### config.mk
export PLATFORM = sky130hd
export DESIGN_NAME = vidmem_arb
export DESIGN_NICKNAME = d
export VERILOG_FILES = /design/src/rtl/vidmem_arb_pkg.sv /design/src/rtl/vidmem_wq.sv /design/src/rtl/vidmem_seq.sv /design/src/rtl/vidmem_arb.sv
export SDC_FILE = /design/constraint.sdc
export NUM_CORES = 1
export LEC_CHECK = 0
export ABC_AREA = 1
export BUFFER_PORTS_ARGS = -buffer_cell sky130_fd_sc_hd__buf_2
export CAP_MARGIN = 5
export CORE_MARGIN = 2
export CORE_UTILIZATION = 61
export CTS_BUF_LIST = sky130_fd_sc_hd__clkbuf_8 sky130_fd_sc_hd__clkbuf_16
export DETAILED_ROUTE_END_ITERATION = 8
export PLACE_DENSITY = 0.89
export REMOVE_ABC_BUFFERS = 1
export SLEW_MARGIN = 20
export SYNTH_ARGS = -nofsm -noshare
export SYNTH_HDL_FRONTEND = slang
export SYNTH_SLANG_ARGS = --single-unit
export TNS_END_PERCENT = 20
### constraint.sdc
create_clock -name clk -period 9.7 [get_ports clk]
set_clock_uncertainty 0.2 [all_clocks]
set_input_delay 1.94 -clock clk [delete_from_list [all_inputs] [get_ports clk]]
set_output_delay 1.94 -clock clk [all_outputs]
set_load 0.05 [all_outputs]
### src/rtl/vidmem_arb_pkg.sv
package vidmem_arb_pkg;
  typedef enum logic [1:0] {
    ST_IDLE = 2'd0,
    ST_VID  = 2'd1,
    ST_WR   = 2'd2
  } arb_state_t;
  localparam int OWN_VID = 0;
  localparam int OWN_WR  = 1;
endpackage

### src/rtl/vidmem_wq.sv
module vidmem_wq #(
  parameter int EW    = 24,
  parameter int DEPTH = 16
) (
  input  logic          clk,
  input  logic          rst_n,
  input  logic          push,
  input  logic [EW-1:0] din,
  input  logic          pop,
  output logic [EW-1:0] dout,
  output logic          full,
  output logic          empty
);
  localparam int PW = $clog2(DEPTH);

  logic [EW-1:0] slot [DEPTH];
  logic [PW:0]   wp_q, wp_d, rp_q, rp_d;
  logic          wr_en, rd_en;

  always_comb begin
    wr_en = push && !full;
    rd_en = pop && !empty;
    wp_d  = wp_q + {{PW{1'b0}}, wr_en};
    rp_d  = rp_q + {{PW{1'b0}}, rd_en};
  end

  always_ff @(posedge clk or negedge rst_n) begin
    if (!rst_n) begin
      wp_q <= '0;
      rp_q <= '0;
    end else begin
      wp_q <= wp_d;
      rp_q <= rp_d;
    end
  end

  always_ff @(posedge clk) begin
    if (wr_en) slot[wp_q[PW-1:0]] <= din;
  end

  assign dout  = slot[rp_q[PW-1:0]];
  assign empty = (wp_q == rp_q);
  assign full  = (wp_q[PW] != rp_q[PW]) && (wp_q[PW-1:0] == rp_q[PW-1:0]);
endmodule

### src/rtl/vidmem_seq.sv
module vidmem_seq
  import vidmem_arb_pkg::*;
#(
  parameter int AW = 16,
  parameter int DW = 8,
  parameter int LW = 4
) (
  input  logic          clk,
  input  logic          rst_n,
  input  logic          vr_req,
  input  logic [AW-1:0] vr_addr,
  input  logic [LW-1:0] vr_len,
  input  logic          wq_empty,
  input  logic [AW-1:0] wq_addr,
  input  logic [DW-1:0] wq_data,
  output logic          wq_pop,
  input  logic          m_ack,
  output logic [1:0]    owner,
  output logic          m_req,
  output logic          m_we,
  output logic [AW-1:0] m_addr,
  output logic [LW-1:0] m_len,
  output logic [DW-1:0] m_wdata
);
  localparam logic [LW-1:0] ONE = {{(LW-1){1'b0}}, 1'b1};

  arb_state_t    st_q, st_d;
  logic [LW-1:0] cnt_q, cnt_d, len_q;
  logic [AW-1:0] addr_q;
  logic [DW-1:0] data_q;
  logic          load_vid, load_wr, last_beat;

  assign last_beat = (cnt_q == (len_q - ONE));

  always_comb begin
    st_d     = st_q;
    load_vid = 1'b0;
    load_wr  = 1'b0;
    unique case (st_q)
      ST_IDLE: begin
        if (vr_req) begin
          st_d     = ST_VID;
          load_vid = 1'b1;
        end else if (!wq_empty) begin
          st_d    = ST_WR;
          load_wr = 1'b1;
        end
      end
      ST_VID:  if (m_ack && last_beat) st_d = ST_IDLE;
      ST_WR:   if (m_ack) st_d = ST_IDLE;
      default: st_d = ST_IDLE;
    endcase
  end

  always_comb begin
    cnt_d = cnt_q;
    if (load_vid)                    cnt_d = '0;
    else if (st_q == ST_VID && m_ack) cnt_d = cnt_q + ONE;
  end

  always_ff @(posedge clk or negedge rst_n) begin
    if (!rst_n) begin
      st_q  <= ST_IDLE;
      cnt_q <= '0;
    end else begin
      st_q  <= st_d;
      cnt_q <= cnt_d;
    end
  end

  always_ff @(posedge clk or negedge rst_n) begin
    if (!rst_n) begin
      addr_q <= '0;
      len_q  <= '0;
      data_q <= '0;
    end else begin
      if (load_vid) begin
        addr_q <= vr_addr;
        len_q  <= vr_len;
      end else if (load_wr) begin
        addr_q <= wq_addr;
        len_q  <= ONE;
        data_q <= wq_data;
      end
    end
  end

  assign wq_pop         = load_wr;
  assign owner[OWN_VID] = (st_q == ST_VID);
  assign owner[OWN_WR]  = (st_q == ST_WR);
  assign m_req          = (st_q != ST_IDLE);
  assign m_we           = (st_q == ST_WR);
  assign m_addr         = addr_q;
  assign m_len          = len_q;
  assign m_wdata        = data_q;
endmodule

### src/rtl/vidmem_arb.sv
module vidmem_arb #(
  parameter int AW    = 16,
  parameter int DW    = 8,
  parameter int LW    = 4,
  parameter int DEPTH = 16
) (
  input  logic          clk,
  input  logic          rst_n,
  input  logic          vr_req,
  input  logic [AW-1:0] vr_addr,
  input  logic [LW-1:0] vr_len,
  output logic          vr_rvalid,
  output logic [DW-1:0] vr_rdata,
  input  logic          dw_valid,
  input  logic [AW-1:0] dw_addr,
  input  logic [DW-1:0] dw_data,
  output logic          dw_ready,
  output logic [1:0]    owner,
  output logic          m_req,
  output logic          m_we,
  output logic [AW-1:0] m_addr,
  output logic [LW-1:0] m_len,
  output logic [DW-1:0] m_wdata,
  input  logic          m_ack,
  input  logic [DW-1:0] m_rdata
);
  localparam int EW = AW + DW;

  logic [EW-1:0] q_dout;
  logic          q_full, q_empty, q_pop;

  vidmem_wq #(.EW(EW), .DEPTH(DEPTH)) u_wq (
    .clk   (clk),
    .rst_n (rst_n),
    .push  (dw_valid),
    .din   ({dw_addr, dw_data}),
    .pop   (q_pop),
    .dout  (q_dout),
    .full  (q_full),
    .empty (q_empty)
  );

  vidmem_seq #(.AW(AW), .DW(DW), .LW(LW)) u_seq (
    .clk      (clk),
    .rst_n    (rst_n),
    .vr_req   (vr_req),
    .vr_addr  (vr_addr),
    .vr_len   (vr_len),
    .wq_empty (q_empty),
    .wq_addr  (q_dout[EW-1:DW]),
    .wq_data  (q_dout[DW-1:0]),
    .wq_pop   (q_pop),
    .m_ack    (m_ack),
    .owner    (owner),
    .m_req    (m_req),
    .m_we     (m_we),
    .m_addr   (m_addr),
    .m_len    (m_len),
    .m_wdata  (m_wdata)
  );

  assign dw_ready  = !q_full;
  assign vr_rvalid = owner[0] && m_ack;
  assign vr_rdata  = m_rdata;
endmodule

==> summary.md <==
| Metric | Value |
|---|---|
| Slew @ Worst Pin | 1080 ps |
| Worst hold path depth | 2 |
| Fin crit share | 0.5045 |
| Top delay family on crit path | buffers and inverters |
| Cells after Synth | around 1800 |
| Clk buf depth | 3 |
| WP data arrival | ~2800 ps |
| Nets@finish | approximately 1900 |
| Antenna viol nets, final | 0 |
| Max stage delay on crit path | between 800 and 900 ps |
| CP startpoint kind | flop |
| Fmax | 204.4 MHz |
| Register-to-register setup slack | ~5600 ps |
| Slew Limit Fails | 0 |
| Tmin final | between 4000 and 5000 ps |
| Gr usage total | 0.3002 |
| Hold_buf cts | 0 |
| Final wirelength | between 40000 and 50000 um |
| DRC Markers | 0 |
| Yosys warnings | 0 |
| Post-synth EDFFs | between 300 and 400 |
| Mean post-synth cell area | roughly 10 sq um |
| Worst-path cell chain | inv_4 -> nand2_1 -> nand2_1 -> nor2_2 -> nand3b_1 -> buf_2 |
| Via count | ~13000 |
| Cell taking the most area after synthesis | edfxtp_1 |
| Share of cells above drive strength 1 | 0.1006 |
| Layout fillers | around 2000 |
| Via-to-Cell Ratio | between 5 and 6 |
| Post-DP HPWL | between 20000 and 30000 um |
| Main synth FF type | edfxtp_1 |
| Setup Viol. Count Final | 0 |
| Final instance area | between 0.02 and 0.025 sq mm |
| Largest net degree at the start of global routing | 90 |
| Area share of the largest cell type after synthesis | 0.6205 |
| Power per Cell Area | between 300 and 400 mW/mm^2 |
| Top cells by area, synth | edfxtp_1, nand2_1, nand3_1 |
| Area growth syn-to-layout | 10.17% |
| Required @ worst endpoint | between 7000 and 8000 ps |
| RePlAce Congestion | a little under 0.9 |
| I/O pin count | between 90 and 100 |
| Setup TNS | 0 ps |
| Placed Instance Area | 0.01917 sq mm |
| Drt first-iter violations | around 2300 |
| # Max-Cap Violations | 0 |
| CTS Sinks | 428 |
| RSZ-0062 raised after global routing | false |
| Reg clk slew, reported paths | ~60 ps |
| CTS Buf Count | 42 |
| TritonRoute pass-1 iters | 6 |
| GRT overflow | 0 |
| CTS resizes | 0 |
| Synthesized flop and latch total | around 430 |
| Clk Latency, worst-skew pair | roughly 540 ps |
| IO buf count | 82 |
| Vias in the first global route | 13390 |
| Root Driver | clkbuf_16 |
| Initial core utilization | 0.6237 |
| CTS tree | done |
| Row count | 63 |
| Min-delay src | u_seq.m_wdata[0] |
| Top cell by count, worst path | nand2_1 |
| Crit end category | primary output |
| Post-CTS Setup Inserts | 0 |
| Placeable Area | approximately 0.03 sq mm |
| DIE HEIGHT | around 180 um |
| R2r worst-path depth | 8 |
| Die Area | approximately 0.032 sq mm |
| H-tree Lvls | 2 |
| Drt wl/cell | between 20 and 25 um |
| Slew HR | 0.2799 |
| Worst path bufs/invs | 2 |
| Setup CP Type | flop to primary output |
| Cell Area, Synth | ~0.019 sq mm |
| Status | finished, final reports clean |
| Initial antenna violation count | 0 |
| Reg-to-reg critical path startpoint | u_wq.rp_q[1] |
| Post-synth ARST share | 0.1028 |
| Crit Path Max Fanout | 89 |
| First-pass GRT wire length | approximately 72000 um |
| Worst min-delay path category | flop to flop |
| FF-to-FF End | u_wq.slot[15][19] |
| Worst vdd ir | a little under 0.2 mV |
| Worst path slowest cell | inv_4 |
| P_leak | 0.008978 uW |
| Endpoint, Worst Hold | u_seq.m_wdata[0] |
| DIE WIDTH | 178.5 um |
| Final Hold Viols | 0 |
| Synth cell types | 30 |
| Register area share after synthesis | 0.6797 |
==> worst register-to-register path, delay by kind of cell (launching register included) <==
kind,cells,cell delay [ps]
buffers and inverters,2,1280
flip-flops,1,690
AND/OR/NAND/NOR,6,1620
==> registers in the layout (all words and copies together) (netlist names) <==
name / count
u_seq.m_addr: 16
u_wq.rp_q: 5
u_seq.m_len: 4
u_seq.cnt_q: 4
u_seq.st_q: 2
u_seq.m_wdata: 8
u_wq.slot: 384
u_wq.wp_q: 5
==> layout make-up <==
type                       count  area (sq um)  area share
clock inverter                31         207.7     0.01014
inverter                     270          1018     0.04974
timing repair buffer         107         598.1     0.02921
antenna                        1         2.502   0.0001222
multi-input combinational   1008          4431      0.2164
tap                          390         488.0     0.02383
clock buffer                  44          1090     0.05323
sequential                   428         12640      0.6173
==> placed cells by master (no fill, tap or decap), types with 2 or more instances in the layout <==
| cell type | n |
|---|---|
| xor2_1 | 5 |
| inv_2 | 5 |
| o21ai_0 | 16 |
| clkbuf_16 | 43 |
| dfrtp_4 | 2 |
| buf_4 | 25 |
| inv_1 | 272 |
| nand2_1 | 621 |
| xnor2_1 | 6 |
| ha_1 | 6 |
| a31oi_1 | 2 |
| dfrtp_1 | 42 |
| clkinv_1 | 14 |
| nand2_2 | 2 |
| nor2_1 | 40 |
| edfxtp_1 | 384 |
| o21ai_1 | 13 |
| a21oi_1 | 18 |
| bufinv_16 | 3 |
| nor3_4 | 3 |
| buf_2 | 82 |
| clkinv_2 | 3 |
| nor3_2 | 13 |
| nor2_2 | 2 |
| inv_4 | 2 |
| nand3_1 | 255 |
==> synthesized netlist by cell type, types with 13 or more instances <==
cell type  instances
nor3_1            16
clkbuf_1          13
a21oi_1           18
nor2_1            40
buf_6             17
buf_2             42
inv_1            261
dfrtp_1           44
buf_4             18
o21ai_0           16
edfxtp_1         384
nand3_1          255
nand2_1          622
o21ai_1           13
==> kinds of logic (layout without fill, tap and decap cells) <==
logic type,after synthesis,after routing,synth area share
flops,428,428,0.6797
compound gates,51,51,0.01414
buf+inv,365,452,0.08732
other cells,0,1,0
fa+ha+maj,6,6,0.004039
simple gates,940,940,0.2096
xor+xnor,11,11,0.005184
==> per-stage QoR <==
stage	power (uW)	cells	hold WS, ps	worst slack [ps]	utilization
CTS	6287	2278	282.1	4810	0.6871
detailed placement	4725	2203	266.3	5029	0.6435
floorplan	4002	1706	265.2	1906	-
global route	6606	2278	309.9	4696	0.6871
global placement	4592	2203	261.7	5038	0.6429
finish	6328	2279	278.8	4807	0.6872
==> worst max path at each step <==
stage	start	end	slack (ps)	depth (start not counted)
after CTS	u_wq.rp_q[1]	dw_ready	4810	6
final	u_wq.rp_q[1]	dw_ready	4810	6
after floorplan	u_wq.rp_q[0]	dw_ready	1910	5
after global routing	u_wq.rp_q[1]	dw_ready	4700	6
after global placement	m_ack	vr_rvalid	5040	4
after detailed placement	m_ack	vr_rvalid	5030	4
==> layer usage <==
layer	vias to the layer above	part of all wire	track usage
met3	179	0.13	0.05669
met4	0	0.042	0.1369
met5	-	0	0
met1	6257	0.35	0.3941
li1	5928	-	-
met2	1093	0.48	0.4900
==> power by group <==
part | internal [uW] | total (uW) | switching [uW]
clock | 887 | 1550 | 666
combinational | 587 | 2330 | 1740
sequential | 2280 | 2450 | 170
(Power assumes the default switching activity.)
